[config.mk]
export PLATFORM = sky130hd
export DESIGN_NAME = sincos_cordic_pipe
export DESIGN_NICKNAME = d
export VERILOG_FILES = /design/src/rtl/sincos_pkg.sv /design/src/rtl/sincos_fold.sv /design/src/rtl/sincos_rot_stage.sv /design/src/rtl/sincos_rebuild.sv /design/src/rtl/sincos_cordic_pipe.sv
export SDC_FILE = /design/constraint.sdc
export NUM_CORES = 2
export LEC_CHECK = 0
export BUFFER_PORTS_ARGS = -buffer_cell sky130_fd_sc_hd__buf_2
export CAP_MARGIN = 10
export CORE_MARGIN = 5
export CORE_UTILIZATION = 50
export CTS_CLUSTER_DIAMETER = 30
export CTS_CLUSTER_SIZE = 12
export DETAILED_ROUTE_END_ITERATION = 7
export GPL_TIMING_DRIVEN = 0
export PLACE_DENSITY = 0.68
export RECOVER_POWER = 25
export SLEW_MARGIN = 20
export SYNTH_ARGS = -nofsm -noshare
export SYNTH_HDL_FRONTEND = slang
export SYNTH_HIERARCHICAL = 1
export SYNTH_SLANG_ARGS = --single-unit
[constraint.sdc]
create_clock -name clk -period 4.6 [get_ports clk]
set_clock_uncertainty 0.05 [all_clocks]
set_input_delay 0.69 -clock clk [delete_from_list [all_inputs] [get_ports clk]]
set_output_delay 0.69 -clock clk [all_outputs]
set_load 0.05 [all_outputs]
[src/rtl/sincos_pkg.sv]
package sincos_pkg;

  localparam real PI_VAL = 3.14159265358979323846;

  // Sector bits carried alongside the datapath to the output stage
  typedef struct packed {
    logic neg_half;
    logic upper_q;
    logic odd_oct;
  } sector_t;

  // Guard bits so that the accumulated truncation over all stages stays
  // well under a quarter of an output code
  function automatic int guard_bits(int stages);
    return $clog2(stages) + 3;
  endfunction

  // Width of the residual angle entering rotation idx (idx starts at 1)
  function automatic int z_width(int zfrac, int idx);
    return zfrac + 3 - idx;
  endfunction

  // atan(2^-idx) expressed in half-turns, zfrac fraction bits, rounded
  function automatic longint atan_code(int idx, int zfrac);
    real a;
    a = $atan(2.0 ** (-idx)) / PI_VAL;
    return longint'(a * (2.0 ** zfrac));
  endfunction

  // Start value of the cosine register: inverse rotation gain times the
  // output full-scale factor, fi fraction bits, rounded
  function automatic longint gain_code(int stages, int frac_out, int fi);
    real k;
    k = 1.0;
    for (int i = 1; i <= stages; i++) begin
      k = k / $sqrt(1.0 + 2.0 ** (-2 * i));
    end
    k = k * (1.0 - 2.0 ** (-frac_out));
    return longint'(k * (2.0 ** fi));
  endfunction

endpackage

[src/rtl/sincos_fold.sv]
module sincos_fold
  import sincos_pkg::*;
#(
  parameter int W  = 16,
  parameter int GB = 8,
  parameter int ZW = 25
) (
  input  logic                 clk,
  input  logic                 rst_n,
  input  logic                 in_vld,
  input  logic [W-1:0]         in_ang,
  output logic                 out_vld,
  output sector_t              out_sect,
  output logic signed [ZW-1:0] out_z
);

  localparam int YW = W - 2;
  localparam int PAD = ZW - YW - GB;
  localparam logic [YW-1:0] QTR_CODE = {1'b1, {(YW-1){1'b0}}};
  localparam int ZF = W - 1 + GB;
  localparam logic signed [ZW-1:0] QTR_Z = {{(ZW-ZF+1){1'b0}}, 1'b1, {(ZF-2){1'b0}}};

  logic [YW-1:0]         y_low;
  logic [YW-1:0]         y_fold;
  sector_t               sect_nx;
  logic signed [ZW-1:0]  z_nx;

  always_comb begin
    sect_nx.neg_half = in_ang[W-1];
    sect_nx.upper_q  = in_ang[W-2];
    sect_nx.odd_oct  = in_ang[W-3];
    y_low  = {1'b0, in_ang[W-4:0]};
    y_fold = sect_nx.odd_oct ? (QTR_CODE - y_low) : y_low;
    z_nx   = {{PAD{1'b0}}, y_fold, {GB{1'b0}}};
  end

  always_ff @(posedge clk or negedge rst_n) begin
    if (!rst_n) begin
      out_vld <= 1'b0;
    end else begin
      out_vld <= in_vld;
    end
  end

  always_ff @(posedge clk) begin
    if (in_vld) begin
      out_sect <= sect_nx;
      out_z    <= z_nx;
    end
  end


  fold_range_chk: assert property (@(posedge clk) disable iff (!rst_n)
    out_vld |-> (!out_z[ZW-1] && (out_z <= QTR_Z)));

endmodule

[src/rtl/sincos_rot_stage.sv]
module sincos_rot_stage
  import sincos_pkg::*;
#(
  parameter int IDX = 1,
  parameter int DW  = 25,
  parameter int ZWI = 25,
  parameter int ZWO = 24,
  parameter int ZF  = 23
) (
  input  logic                  clk,
  input  logic                  rst_n,
  input  logic                  in_vld,
  input  sector_t               in_sect,
  input  logic signed [DW-1:0]  in_c,
  input  logic signed [DW-1:0]  in_s,
  input  logic signed [ZWI-1:0] in_z,
  output logic                  out_vld,
  output sector_t               out_sect,
  output logic signed [DW-1:0]  out_c,
  output logic signed [DW-1:0]  out_s,
  output logic signed [ZWO-1:0] out_z
);

  localparam logic signed [ZWI-1:0] ATAN_K = ZWI'(atan_code(IDX, ZF));

  logic                  rot_pos;
  logic signed [DW-1:0]  c_sh;
  logic signed [DW-1:0]  s_sh;
  logic signed [DW-1:0]  c_nx;
  logic signed [DW-1:0]  s_nx;
  logic signed [ZWI-1:0] z_full;
  logic signed [ZWO-1:0] z_nx;

  always_comb begin
    rot_pos = !in_z[ZWI-1] && (in_z != '0);
    c_sh    = in_c >>> IDX;
    s_sh    = in_s >>> IDX;
    if (rot_pos) begin
      c_nx   = in_c - s_sh;
      s_nx   = in_s + c_sh;
      z_full = in_z - ATAN_K;
    end else begin
      c_nx   = in_c + s_sh;
      s_nx   = in_s - c_sh;
      z_full = in_z + ATAN_K;
    end
    z_nx = z_full[ZWO-1:0];
  end

  always_ff @(posedge clk or negedge rst_n) begin
    if (!rst_n) begin
      out_vld <= 1'b0;
    end else begin
      out_vld <= in_vld;
    end
  end

  always_ff @(posedge clk) begin
    if (in_vld) begin
      out_sect <= in_sect;
      out_c    <= c_nx;
      out_s    <= s_nx;
      out_z    <= z_nx;
    end
  end


  z_narrow_chk: assert property (@(posedge clk) disable iff (!rst_n)
    in_vld |-> ((z_full[ZWI-1:ZWO-1] == '0) || (z_full[ZWI-1:ZWO-1] == '1)));

endmodule

[src/rtl/sincos_rebuild.sv]
module sincos_rebuild
  import sincos_pkg::*;
#(
  parameter int W  = 16,
  parameter int DW = 25,
  parameter int GB = 8
) (
  input  logic                 clk,
  input  logic                 rst_n,
  input  logic                 in_vld,
  input  sector_t              in_sect,
  input  logic signed [DW-1:0] in_c,
  input  logic signed [DW-1:0] in_s,
  output logic                 out_vld,
  output logic signed [W-1:0]  sin_o,
  output logic signed [W-1:0]  cos_o
);

  localparam int FO = W - 1;
  localparam logic signed [DW-1:0] HALF_LSB = {{(DW-GB){1'b0}}, 1'b1, {(GB-1){1'b0}}};
  localparam logic signed [DW-1:0] POS_MAX  = {{(DW-FO){1'b0}}, {FO{1'b1}}};
  localparam logic signed [DW-1:0] NEG_MAX  = -POS_MAX;
  localparam logic signed [W-1:0]  MIN_CODE = {1'b1, {(W-1){1'b0}}};

  function automatic logic signed [W-1:0] round_sat(input logic signed [DW-1:0] v);
    logic signed [DW-1:0] r;
    r = (v + HALF_LSB) >>> GB;
    if (r > POS_MAX) begin
      r = POS_MAX;
    end else if (r < NEG_MAX) begin
      r = NEG_MAX;
    end
    return r[W-1:0];
  endfunction

  logic signed [W-1:0] c_rnd;
  logic signed [W-1:0] s_rnd;
  logic signed [W-1:0] a_sel;
  logic signed [W-1:0] b_sel;
  logic signed [W-1:0] sin_nx;
  logic signed [W-1:0] cos_nx;
  logic                swap;

  always_comb begin
    c_rnd  = round_sat(in_c);
    s_rnd  = round_sat(in_s);
    swap   = in_sect.upper_q ^ in_sect.odd_oct;
    a_sel  = swap ? c_rnd : s_rnd;
    b_sel  = swap ? s_rnd : c_rnd;
    sin_nx = in_sect.neg_half ? -a_sel : a_sel;
    cos_nx = (in_sect.neg_half ^ in_sect.upper_q) ? -b_sel : b_sel;
  end

  always_ff @(posedge clk or negedge rst_n) begin
    if (!rst_n) begin
      out_vld <= 1'b0;
    end else begin
      out_vld <= in_vld;
    end
  end

  always_ff @(posedge clk) begin
    if (in_vld) begin
      sin_o <= sin_nx;
      cos_o <= cos_nx;
    end
  end


  no_min_code_chk: assert property (@(posedge clk) disable iff (!rst_n)
    out_vld |-> ((sin_o != MIN_CODE) && (cos_o != MIN_CODE)));


  sin_sign_pos_chk: assert property (@(posedge clk) disable iff (!rst_n)
    (in_vld && !in_sect.neg_half) |=> !sin_o[W-1]);


  sin_sign_neg_chk: assert property (@(posedge clk) disable iff (!rst_n)
    (in_vld && in_sect.neg_half) |=> (sin_o[W-1] || (sin_o == '0)));

endmodule

[src/rtl/sincos_cordic_pipe.sv]
module sincos_cordic_pipe
  import sincos_pkg::*;
#(
  parameter int W = 16
) (
  input  logic                clk,
  input  logic                rst_n,
  input  logic                ang_vld,
  input  logic [W-1:0]        ang,
  output logic                res_vld,
  output logic signed [W-1:0] sin_out,
  output logic signed [W-1:0] cos_out
);

  localparam int FO  = W - 1;
  localparam int NST = W + 1;
  localparam int GB  = guard_bits(NST);
  localparam int FI  = FO + GB;
  localparam int DW  = FI + 2;
  localparam int ZW0 = z_width(FI, 1);
  localparam int ZWL = z_width(FI, NST + 1);
  localparam logic signed [DW-1:0]  C_INIT = DW'(gain_code(NST, FO, FI));
  localparam logic signed [ZWL-1:0] Z_LIM  = {2'b01, {(ZWL-2){1'b0}}};

  logic                 vld_p [0:NST];
  sector_t              sec_p [0:NST];
  logic signed [DW-1:0] c_p   [0:NST];
  logic signed [DW-1:0] s_p   [0:NST];
  logic signed [ZW0-1:0] z0;

  sincos_fold #(.W(W), .GB(GB), .ZW(ZW0)) i_fold (
    .clk      (clk),
    .rst_n    (rst_n),
    .in_vld   (ang_vld),
    .in_ang   (ang),
    .out_vld  (vld_p[0]),
    .out_sect (sec_p[0]),
    .out_z    (z0)
  );

  assign c_p[0] = C_INIT;
  assign s_p[0] = '0;

  for (genvar k = 1; k <= NST; k++) begin : g_rot
    localparam int ZI = z_width(FI, k);
    localparam int ZO = z_width(FI, k + 1);
    logic signed [ZI-1:0] z_in;
    logic signed [ZO-1:0] z_out;

    if (k == 1) begin : g_first
      assign z_in = z0;
    end else begin : g_next
      assign z_in = g_rot[k-1].z_out;
    end

    sincos_rot_stage #(.IDX(k), .DW(DW), .ZWI(ZI), .ZWO(ZO), .ZF(FI)) i_stage (
      .clk      (clk),
      .rst_n    (rst_n),
      .in_vld   (vld_p[k-1]),
      .in_sect  (sec_p[k-1]),
      .in_c     (c_p[k-1]),
      .in_s     (s_p[k-1]),
      .in_z     (z_in),
      .out_vld  (vld_p[k]),
      .out_sect (sec_p[k]),
      .out_c    (c_p[k]),
      .out_s    (s_p[k]),
      .out_z    (z_out)
    );
  end

  sincos_rebuild #(.W(W), .DW(DW), .GB(GB)) i_rebuild (
    .clk      (clk),
    .rst_n    (rst_n),
    .in_vld   (vld_p[NST]),
    .in_sect  (sec_p[NST]),
    .in_c     (c_p[NST]),
    .in_s     (s_p[NST]),
    .out_vld  (res_vld),
    .sin_o    (sin_out),
    .cos_o    (cos_out)
  );

  logic signed [ZWL-1:0] z_last;
  assign z_last = g_rot[NST].z_out;


  residual_small_chk: assert property (@(posedge clk) disable iff (!rst_n)
    vld_p[NST] |-> ((z_last < Z_LIM) && (z_last > -Z_LIM)));

endmodule

Word-level counts from Yosys, hierarchy flattened
Cells that the tools add are included.
Operators by class
  $add $sub $neg: 101
  $mul: 0
  div/mod/pow operators: 0
  magnitude comparators: 4
  eq/ne operators: 0
  shift operators: 0
  mux-type cells: 58
  bitwise logic cells: 2
  reduce and logical (&&, ||, !) cells: 49
Operators with widths (count)
  $mux 25: 33
  $mux 16: 9
  $add 25x10->25: 2
  $add 25x11->25: 2
  $add 25x12->25: 2
  $add 25x13->25: 2
  $add 25x14->25: 2
  $add 25x15->25: 2
  $add 25x16->25: 2
  $add 25x17->25: 2
  $add 25x18->25: 2
  $add 25x19->25: 2
  $add 25x20->25: 2
  $add 25x21->25: 2
  $add 25x22->25: 2
  $add 25x8->25: 2
  $add 25x9->25: 2
  $add 25x9->25 const B: 2
  $sub 25x10->25: 2
  $sub 25x11->25: 2
  $sub 25x12->25: 2
  $sub 25x13->25: 2
  $sub 25x14->25: 2
  $sub 25x15->25: 2
  84 further kinds: 128
Storage, ports and cells
  flip-flop bits (word level): 1208
  bits in latches: 0
  memory bits (writable): 0
  ROM bits: 0
  input bits: 19
  output and inout port bits: 33
  word-level logic and storage cells: 340
  memories: 0

Logic depth before layout (Yosys ltp)
  depth in word-level cells: 7
  depth in mapped cells: 19
  mapped depth without buffers: 16

By module
Netlist, hierarchy kept.
By module, submodules not included
  sincos_rot_stage (g_rot[1].i_stage): times used 1, cells an instance 732, area each 6856.6 um^2, sequential area each 2337.2 um^2
  sincos_rot_stage (g_rot[2].i_stage): times used 1, cells an instance 705, area each 6673.9 um^2, sequential area each 2307.2 um^2
  sincos_rot_stage (g_rot[3].i_stage): times used 1, cells an instance 690, area each 6658.9 um^2, sequential area each 2277.2 um^2
  sincos_rot_stage (g_rot[4].i_stage): times used 1, cells an instance 687, area each 6585.1 um^2, sequential area each 2247.2 um^2
  sincos_rot_stage (g_rot[8].i_stage): times used 1, cells an instance 706, area each 6453.7 um^2, sequential area each 2127.0 um^2
  sincos_rot_stage (g_rot[6].i_stage): times used 1, cells an instance 656, area each 6357.3 um^2, sequential area each 2187.1 um^2
  sincos_rot_stage (g_rot[5].i_stage): times used 1, cells an instance 645, area each 6296.0 um^2, sequential area each 2217.1 um^2
  sincos_rot_stage (g_rot[7].i_stage): times used 1, cells an instance 612, area each 6063.3 um^2, sequential area each 2157.1 um^2
  sincos_rot_stage (g_rot[10].i_stage): times used 1, cells an instance 596, area each 5928.2 um^2, sequential area each 2067.0 um^2
  sincos_rot_stage (g_rot[9].i_stage): times used 1, cells an instance 585, area each 5806.8 um^2, sequential area each 2097.0 um^2
  sincos_rot_stage (g_rot[11].i_stage): times used 1, cells an instance 569, area each 5572.8 um^2, sequential area each 2037.0 um^2
  sincos_rot_stage (g_rot[14].i_stage): times used 1, cells an instance 544, area each 5525.3 um^2, sequential area each 1946.9 um^2
  sincos_rot_stage (g_rot[12].i_stage): times used 1, cells an instance 564, area each 5455.2 um^2, sequential area each 2006.9 um^2
  sincos_rot_stage (g_rot[15].i_stage): times used 1, cells an instance 554, area each 5454.0 um^2, sequential area each 1916.8 um^2
  6 more rows

Worst setup path before layout
OpenSTA, ideal clock, no wires.
  kind: reg-to-reg
  from: register g_rot[2].i_stage.out_z[2]
  to: register g_rot[3].i_stage.out_c[24] (data pin)
  arrival: 4089 ps
  required time: 4289 ps
  slack: 200 ps
  cell stages (with the launch flop): 19
  buffers on the path: 2
  path through: edfxtp_1 > nor4_1 > nand4_1 > nor2_1 > or2_2 > clkbuf_1 > inv_1 > buf_1 > nor2_1 > xnor2_1 > ha_1 > nor2b_1 > o21ai_0 > nand2_1 > a31oi_4 > o221ai_1 > a2111oi_0 > o21ai_0 > xnor2_1
On the way
  longest elaborated chain between the ends: 3
Ends and longest elaborated chain
  start: declaration: RTL line sincos_rot_stage.sv:21  | output logic signed [ZWO-1:0] out_z
  start signal: assignment: RTL line sincos_rot_stage.sv:63  | out_z <= z_nx;
  $reduce_bool 23->1: RTL line sincos_rot_stage.sv:35  | rot_pos = !in_z[ZWI-1] && (in_z != '0);
  $logic_and 1x1->1: RTL line sincos_rot_stage.sv:35
  $mux 25: RTL line sincos_rot_stage.sv:38  | if (rot_pos) begin
  net g_rot[3].i_stage.c_nx[24]: RTL line sincos_rot_stage.sv:29  | logic signed [DW-1:0] c_nx;
  end signal: assignment: RTL line sincos_rot_stage.sv:61  | out_c <= c_nx;
  end: declaration: RTL line sincos_rot_stage.sv:19  | output logic signed [DW-1:0] out_c,
The timed path passes the listed nets, and every way through them passes these cells.
A chain may end at the register's enable or synchronous reset.

Final worst setup path
  from: register g_rot[3].i_stage.out_z[14]
  to: register g_rot[4].i_stage.out_s[18] (data pin)
On the way
  longest elaborated chain between the ends: 3
Ends and longest elaborated chain
  start: declaration: RTL line sincos_rot_stage.sv:21
  start signal: assignment: RTL line sincos_rot_stage.sv:63
  $reduce_bool 22->1: RTL line sincos_rot_stage.sv:35
  $logic_and 1x1->1: RTL line sincos_rot_stage.sv:35
  $mux 25: RTL line sincos_rot_stage.sv:38
  net g_rot[4].i_stage.s_nx[18]: RTL line sincos_rot_stage.sv:30  | logic signed [DW-1:0] s_nx;
  end signal: assignment: RTL line sincos_rot_stage.sv:62  | out_s <= s_nx;
  end: declaration: RTL line sincos_rot_stage.sv:20  | output logic signed [DW-1:0] out_s,
The timed path passes the listed nets, and every way through them passes these cells.

==> results.md <==
| Parameter | This run |
|:---|:---|
| DR top layer | met4 |
| Highest fanout seen on the critical path | 10 |
| Required arrival time at the worst endpoint | 5.17 ns |
| Buffer type at the clock tree root | clkbuf_16 |
| Placed standard-cell area | 0.1102 mm^2 |
| Ratio of routed vias to standard cells | 5.974 |
| Wire length of the first global-routing pass | 455200 um |
| IO Port Bufs | 51 |
| Post-synthesis cell count | 10900 |
| End point of the most critical hold path | i_fold/out_z[19] |
| Iteration count of the initial detailed-routing pass | 6 |
| Max capacitance violation total | 9 |
| Overall via count from detail_route | 86680 |
| Number of global-route vias before repair | 83790 |
| CP arrival | 5.07 ns |
| Post-CTS clock slew at the launch and capture registers of the worst setup and hold paths | 0.04 ns |
| Fraction of final layout cells with drive strength greater than 1 | 9.263% |
| Critical path's largest stage delay | 0.53 ns |
| Endpoint of the worst register-to-register path | g_rot[4].i_stage/out_s[18] |
| Placeable core region | 0.2094 mm^2 |
| Number of antenna violations at the first check in global routing | 3 |
| Maximum clock path buffer count | 4 |
| Sinks on Clock Net | 1219 |
| Average size of a mapped cell | 9.641 um^2 |
| R2R depth | 14 |
| Worst setup margin | 0.1071 ns |
| Min Hold Slack | 0.08694 ns |
| Detailed-routed wire length on met3 | 13900 um |
| Hold Crit Depth | 2 |
| Unrepaired setup endpoints after global routing | true |
| Crit path launch type | flop |
| Global router's overall resource usage | 25.78% |
| Cell family with the largest share of critical-path delay | compound AO/OA/AOI/OAI gates |
| Netlist area before placement | 0.1051 mm^2 |
| Overall die width | 468.4 um |
| Failing checks | max-capacitance violations, max-slew violations |
| Final Slew Violations | 496 |
| Register-to-register path setup slack | 0.11 ns |
| DRT Wirelength | 294200 um |
| Worst path cell trace | or4_1 -> nor4_1 -> a31o_2 -> buf_6 -> clkbuf_4 -> o21ai_0 -> xnor2_1 -> ha_2 -> a2111o_1 -> o22ai_4 -> o21ai_1 -> nor2b_2 -> a311o_1 -> xor2_2 |
| Source-to-sink clock delay at the later pin of the worst-skew pair | 0.91 ns |
| Transition time at the pin with the least slew margin | 3.201 ns |
| DRC marker count from the first detailed-route iteration | 5994 |
| Pre-CTS WS | -1.489 ns |
| Initial Utilization | 50.19% |
| Num rows | 168 |
| Tmin final | 4.493 ns |
| Fmax | 0.2226 GHz |
| Total congestion overflow | 0 |
| Synthesis Warnings | 6 |
| Outcome | complete, but fails checks |
| Min-Delay Startpoint | ang[11] |
| DPL Wire Length | 232600 um |
| Cell count along the critical path | 14 |
| Pin count of the biggest net entering global routing | 64 |
| Wirelength per Cell | 20.28 um |
| Number of levels the H-tree was split into | 5 |
| Number of buffers created by CTS | 288 |
| Slowest cell on the critical path | or4_1 |
| CP Buf/Inv Count | 2 |
| Clock tree from TritonCTS | done |
| Vertical die dimension | 468.4 um |
| Type of destination of the critical path | flop |
| Final Wtd Congestion | 0.9748 |
| Metal-1 WL | 119900 um |
| Top-level port count | 52 |
| Wire length on met2 | 146100 um |
| Core utilization of the finished layout | 57.49% |
| Fill count | 18150 |
| Finished layout cell area | 0.1204 mm^2 |
| Area delta synth->final | 14.55% |
| Reg-to-Reg Start | g_rot[3].i_stage/out_z[14] |
| Fraction of the cycle the final worst path needs | 97.67% |
| Die ar. | 0.2194 mm^2 |
| Total DRC errors in the routed layout | 0 |
| Final setup viols | 0 |
| Class of the most critical setup path | reg2reg |
| Worst slew margin relative to its limit | -113.4% |
| Total number of nets in the final design | 12630 |
| Hold Fails Final Rpt | 0 |
| Classification of the worst-slack hold path | in2reg |
| Count of nets left with antenna violations after detail routing | 0 |
placed cells by master, fill, tap and decap left out, drive strengths merged, types with 188 or more instances in the layout:
| master | n |
|---|---|
| clkbuf | 524 |
| nand3 | 201 |
| nor2 | 731 |
| inv | 523 |
| ha | 1070 |
| a21o | 380 |
| nand2 | 756 |
| xor2 | 528 |
| nor3 | 221 |
| conb | 215 |
| a21oi | 1066 |
| edfxtp | 1200 |
| xnor2 | 938 |
| o21ai | 635 |
| o21a | 188 |
state kept, by name, summed over array words and instances (netlist names), 14 cells and up:
register                count
i_rebuild/cos_o            16
i_rebuild/sin_o            16
g_rot.i_stage/out_s       418
g_rot.i_stage/out_vld      17
i_fold/out_z               14
g_rot.i_stage/out_sect     51
g_rot.i_stage/out_z       264
g_rot.i_stage/out_c       418
layout make-up:
| class | count | area (um^2) | share of cell area, % |
|---|---|---|---|
| multi-input cells | 9124 | 66970 | 55.65 |
| inverters | 497 | 1891 | 1.571 |
| clock inverters | 163 | 1783 | 1.481 |
| repair buffers | 97 | 755.7 | 0.6279 |
| diodes | 2 | 5.005 | 0.004158 |
| clock buffers | 340 | 7621 | 6.332 |
| well taps | 2805 | 3510 | 2.916 |
| plain buffers | 262 | 1305 | 1.084 |
| flip-flops and latches | 1219 | 36510 | 30.34 |
metal layers:
| layer | global-route usage (%) | up-vias |
|---|---|---|
| met5 | 0 | - |
| met4 | 11.70 | 0 |
| met3 | 3.094 | 692 |
| met2 | 46.21 | 2544 |
| met1 | 30.96 | 41400 |
| li1 | - | 42040 |
timing repair:
action	in CTS	in global routing
setup buffers	14	10
hold buffers	5	0
hold endpoints to repair	23	0
setup endpoints to repair	220	117
pin swaps	6	12
gates resized for setup	86	117
metrics by stage:
step / TNS (ns) / std cells
floorplan: 0 / 11110
global placement: -169.71 / 13970
detailed placement: -76.48 / 13980
CTS: 0 / 14500
global route: -0.1496 / 14510
finish: 0 / 14510
worst max path at each step:
| stage | from | to |
|---|---|---|
| final | g_rot[3].i_stage/out_z[14] | g_rot[4].i_stage/out_s[18] |
| after detailed placement | g_rot[2].i_stage/out_z[3] | g_rot[3].i_stage/out_c[24] |
| after global placement | g_rot[1].i_stage/out_z[13] | g_rot[2].i_stage/out_s[21] |
| after global routing | g_rot[8].i_stage/out_z[3] | g_rot[9].i_stage/out_s[24] |
| after floorplan | g_rot[2].i_stage/out_z[2] | g_rot[3].i_stage/out_c[24] |
| after CTS | g_rot[3].i_stage/out_z[14] | g_rot[4].i_stage/out_c[22] |
Power is left out: the tool's default activity adds up to more than one toggle a clock period on the data nets, which glitch-free logic cannot reach.
